==> config.mk <==
export PLATFORM = sky130hd
export DESIGN_NAME = rtn_sequencer
export DESIGN_NICKNAME = d
export VERILOG_FILES = /design/src/rtl/rtn_pkg.sv /design/src/rtl/rtn_decode.sv /design/src/rtl/rtn_phase.sv /design/src/rtl/rtn_stack.sv /design/src/rtl/rtn_sequencer.sv
export SDC_FILE = /design/constraint.sdc
export NUM_CORES = 1
export LEC_CHECK = 0
export BUFFER_PORTS_ARGS = -buffer_cell sky130_fd_sc_hd__buf_2
export CORE_UTILIZATION = 55
export DETAILED_ROUTE_END_ITERATION = 8
export GPL_TIMING_DRIVEN = 0
export HOLD_SLACK_MARGIN = 0.15
export PLACE_DENSITY = 0.85
export SYNTH_ARGS = -nofsm -noshare
export SYNTH_HDL_FRONTEND = slang
export SYNTH_SLANG_ARGS = --single-unit
==> constraint.sdc <==
create_clock -name clk -period 5.57 [get_ports clk]
set_input_delay 1.114 -clock clk [delete_from_list [all_inputs] [get_ports clk]]
set_output_delay 1.114 -clock clk [all_outputs]
set_load 0.02 [all_outputs]
==> src/rtl/rtn_pkg.sv <==
package rtn_pkg;
  typedef enum logic [1:0] {OP_NONE = 2'd0, OP_IRET = 2'd1, OP_LRET = 2'd2} rtn_op_e;
  localparam logic [15:0] IRET_WORD = 16'h0005;
  localparam logic [7:0]  LRET_HI   = 8'hB6;
  localparam logic [1:0]  PH_Q1 = 2'd0;
  localparam logic [1:0]  PH_Q2 = 2'd1;
  localparam logic [1:0]  PH_Q3 = 2'd2;
  localparam logic [1:0]  PH_Q4 = 2'd3;
endpackage

==> src/rtl/rtn_decode.sv <==
module rtn_decode
  import rtn_pkg::*;
#(
  parameter int IW = 16,
  parameter int LW = 8
) (
  input  logic [IW-1:0] word,
  output rtn_op_e       op,
  output logic [LW-1:0] lit
);
  always_comb begin
    lit = word[LW-1:0];
    if (word == IRET_WORD)
      op = OP_IRET;
    else if (word[IW-1:IW-8] == LRET_HI)
      op = OP_LRET;
    else
      op = OP_NONE;
  end
endmodule

==> src/rtl/rtn_phase.sv <==
module rtn_phase (
  input  logic       clk,
  input  logic       rst_n,
  input  logic       adv,
  output logic [1:0] ph
);
  always_ff @(posedge clk) begin
    if (!rst_n)
      ph <= 2'd0;
    else if (adv)
      ph <= ph + 2'd1;
  end
endmodule

==> src/rtl/rtn_stack.sv <==
module rtn_stack #(
  parameter int DEPTH = 16,
  parameter int AW    = 16
) (
  input  logic          clk,
  input  logic          rst_n,
  input  logic          push,
  input  logic [AW-1:0] push_d,
  input  logic          pop,
  output logic [AW-1:0] tos,
  output logic          underflow
);
  localparam int SPW = $clog2(DEPTH);
  localparam int CW  = $clog2(DEPTH + 1);

  logic [AW-1:0]  mem [DEPTH];
  logic [SPW-1:0] sp;
  logic [CW-1:0]  cnt;

  assign tos = mem[sp - SPW'(1)];

  always_ff @(posedge clk) begin
    if (!rst_n) begin
      sp        <= '0;
      cnt       <= '0;
      underflow <= 1'b0;
      for (int i = 0; i < DEPTH; i++) mem[i] <= '0;
    end else if (push) begin
      mem[sp] <= push_d;
      sp      <= sp + SPW'(1);
      if (cnt != CW'(DEPTH)) cnt <= cnt + CW'(1);
    end else if (pop) begin
      sp <= sp - SPW'(1);
      if (cnt == '0) underflow <= 1'b1;
      else           cnt <= cnt - CW'(1);
    end
  end
endmodule

==> src/rtl/rtn_sequencer.sv <==
module rtn_sequencer
  import rtn_pkg::*;
#(
  parameter int IW    = 16,
  parameter int LW    = 8,
  parameter int AW    = 16,
  parameter int DEPTH = 16
) (
  input  logic          clk,
  input  logic          rst_n,
  input  logic          ph_adv,
  input  logic          instr_valid,
  output logic          instr_ready,
  input  logic [IW-1:0] instr_word,
  input  logic          push_en,
  input  logic [AW-1:0] push_addr,
  input  logic          gd_set,
  output logic [1:0]    phase,
  output logic          pc_load,
  output logic [AW-1:0] pc_next,
  output logic [LW-1:0] wreg,
  output logic          irq_mask,
  output logic          flush,
  output logic          underflow
);
  rtn_op_e       dec_op, op_q;
  logic [LW-1:0] dec_lit, lit_q;
  logic [AW-1:0] tos;
  logic          accept, held, do_pop, do_clr, do_push;

  rtn_phase u_phase (.clk(clk), .rst_n(rst_n), .adv(ph_adv), .ph(phase));

  rtn_decode #(.IW(IW), .LW(LW)) u_dec (.word(instr_word), .op(dec_op), .lit(dec_lit));

  rtn_stack #(.DEPTH(DEPTH), .AW(AW)) u_stk (
    .clk(clk), .rst_n(rst_n), .push(do_push), .push_d(push_addr),
    .pop(do_pop), .tos(tos), .underflow(underflow)
  );

  assign instr_ready = (phase == PH_Q1) && ph_adv && !flush;
  assign accept      = instr_valid && instr_ready;
  assign held        = (op_q != OP_NONE) || flush;
  assign do_push     = push_en && !held;
  assign do_pop      = ph_adv && (phase == PH_Q4) && (op_q != OP_NONE) && !flush;
  assign do_clr      = ph_adv && (phase == PH_Q3) && (op_q == OP_IRET) && !flush;

  always_ff @(posedge clk) begin
    if (!rst_n) begin
      op_q     <= OP_NONE;
      lit_q    <= '0;
      flush    <= 1'b0;
      pc_load  <= 1'b0;
      pc_next  <= '0;
      wreg     <= '0;
      irq_mask <= 1'b1;
    end else begin
      pc_load <= 1'b0;
      if (accept) begin
        op_q  <= dec_op;
        lit_q <= dec_lit;
      end
      if (gd_set)      irq_mask <= 1'b1;
      else if (do_clr) irq_mask <= 1'b0;
      if (do_pop) begin
        pc_next <= tos;
        pc_load <= 1'b1;
        flush   <= 1'b1;
        if (op_q == OP_LRET) wreg <= lit_q;
      end else if (flush && ph_adv && (phase == PH_Q4)) begin
        flush <= 1'b0;
        op_q  <= OP_NONE;
      end
    end
  end
endmodule

==> results.toml <==
[critical_path]
path_class = "reg2reg"
crit_arrival_ps = 4330
startpoint_type = "register"
reg2reg_slack_ps = 1690
crit_path_max_fanout = 10
worstPathRequired_ps = 6020
worst_setup_path_end_kind = "register"

[final_layout]
drive_gt1_frac = 0.229
area_growth_pct = 13.2
seqCellArea_mm2 = 0.00867
final_area_mm2 = 0.0158
final_cell_mix = "and2_1, edfxtp_1, nand2_1"
mostFrequentLayoutCell = "and2_1"
finalNetCount = 1140
antenna_cells = 0
multi_input_area_mm2 = 0.00495
fillers = 1766

[routing]
drt_pass1_iterations = 5
wirelength_mm = 32.5
antenna_left = 0
vias = 8528
wl_per_cell_um = 22.6
drt_iter0_drc = 925
drcViolationCount = 0
vias_per_cell = 5.93

[logic_synthesis]
ys_async_sr_fraction = 0
ys_types = 52
synth-main-ff-cell = "edfxtp_1"
ys.warnings.count = 0
syn_area_mm2 = 0.0139
synth-edff-count = 256
synth-seq-cells = 305
syn_nets = 1031
avgSynthCellArea_um2 = 14.2
ys_seq_area_frac = 0.622
netlist_instances = 982

[clock_network]
cts_resized = 0
cts_tree = "built"
cts_made_buffers = 30
cts_buffer_depth = 3
clkSinkCount = 305
post_cts_buffers = 0
ctsHoldBuffers = 0
root_buffer = "clkbuf_16"
cts.clk_slew.worst_paths_ps = 70
insertion_delay_ps = 560
cts.htree.levels = 1

[sta]
period_share = 0.696
clock_skew_ps = 11.3
rsz0062_at_grt = "false"
hold_viol = 0
maxSlewHeadroom = 0.296
setup_viol = 0
tightest_slew_ps = 1060
max_freq_mhz = 258
finalSetupTns_ps = 0
hold_ws_ps = 459
period_minus_slack_ps = 3880
slew_violations = 0

[power]
powerDensity_mw_per_mm2 = 321
ir_worst_vdd_mv = 0.231
power_leakage_nw = 6.00

[job]
max_cap_viol_count = 0

[floorplan]
rows = 57
dieArea_mm2 = 0.0260
start_util = 0.566
io-pin-count = 69
design.core.area_mm2 = 0.0246
die_h_um = 161
fp.dieW_um = 161

[global_route]
grt_pass1_vias = 8870
grt_max_degree = 17
busiest_layer = "met2"
antenna_found_initial = 2
globalRouteTotalUtil = 0.255
grtUsageMet1 = 0.330
grt-ovfl-total = 0
grtUsageMet3 = 0.0311
grt_pass1_wl_mm = 49.6
grt_use_met2 = 0.447

[run_status]
outcome = "completed"

[place]
hpwl_mm = 22.3
port_buffers = 68
place.gp.congestion = 0.822
placement.cell_area_mm2 = 0.0149

[worst_hold_path]
min_path_type = "reg2reg"
-- state kept, by name (all words and copies together), names as in the netlist, 2 cells and up --
name,flops
lit_q,8
op_q,2
pc_next,16
u_phase.ph,2
u_stk.cnt,5
u_stk.mem,256
u_stk.sp,4
wreg,8
-- power by group --
part | internal (mW) | switching (mW)
registers | 2.56 | 0.0372
clock network | 1.04 | 0.852
logic | 0.226 | 0.334
-- routing by layer --
layer  vias to the layer above  part of all wire  wire length [um]
li1                       3757                 -                 -
met1                      4283              0.39             12600
met2                       401              0.51             16500
met3                        83             0.070              2270
met4                         4             0.033              1060
met5                         -           0.00061                20
-- stage by stage --
step	setup WS (ps)	std cells	power [mW]	utilization
detailed placement	1730	1383	3.20	0.604
finish	1690	1439	5.05	0.641
CTS	1720	1439	5.05	0.641
floorplan	2040	982	3.01	-
global placement	866	1374	3.16	0.596
global route	1550	1439	5.18	0.641
-- final timing paths --
| check | startpoint | to | depth (start not counted) |
|---|---|---|---|
| worst max-delay path | u_stk.sp[0] | pc_next[5] | 11 |
| worst min-delay path | pc_next[13] | pc_next[13] | 1 |
| worst max register to register | u_stk.sp[0] | pc_next[5] | 11 |
| worst min register to register | pc_next[13] | pc_next[13] | 1 |
-- Yosys cell counts, drive strengths merged, types with 2 or more instances --
master,number,area share
and2,263,0.12
edfxtp,256,0.55
nand2,91,0.027
mux4,64,0.10
dfxtp,49,0.070
clkbuf,40,0.011
a21oi,35,0.013
buf,28,0.012
a211o,16,0.010
o21ai,16,0.0057
nor2,15,0.012
mux2i,12,0.0086
nor2b,12,0.0054
a21boi,10,0.0054
ha,10,0.0090
nor3,9,0.0065
nand2b,7,0.0037
inv,6,0.0016
nand3,6,0.0025
xnor2,6,0.0038
xor2,4,0.0025
and3,3,0.0013
a211oi,2,0.0011
a21o,2,0.0011
nand3b,2,0.0011
nand4,2,0.00090
o21a,2,0.0011
-- kinds of logic (layout without fill, tap and decap cells) --
logic type,Yosys count,after routing,synth area share
DFF,305,305,0.622
AOI/OAI and AO/OA,87,87,0.0394
xor gates and xnor gates,10,10,0.00629
adders and majority gates,11,11,0.0104
buffers and inverters,74,207,0.0254
and+or+nand+nor,419,419,0.184
muxes,76,76,0.112
-- worst max-delay path, stage by stage (launching register included) --
cell,delay (ps)
dfxtp_1,360
buf_2,190
buf_4,250
buf_2,460
inv_1,150
ha_1,400
buf_2,290
buf_1,800
mux4_2,460
nand2_1,110
a21oi_1,80
a211o_1,230
-- final cells by class --
type / instances / share of cell area
plain buffers: 68 / 0.0210
clock buffers: 41 / 0.0528
clock inverters: 15 / 0.00492
inverters: 6 / 0.00143
multi-input cells: 603 / 0.314
flip-flops and latches: 305 / 0.550
well taps: 324 / 0.0257
repair buffers: 77 / 0.0302
Note: power is estimated with default switching activity, not from simulation.
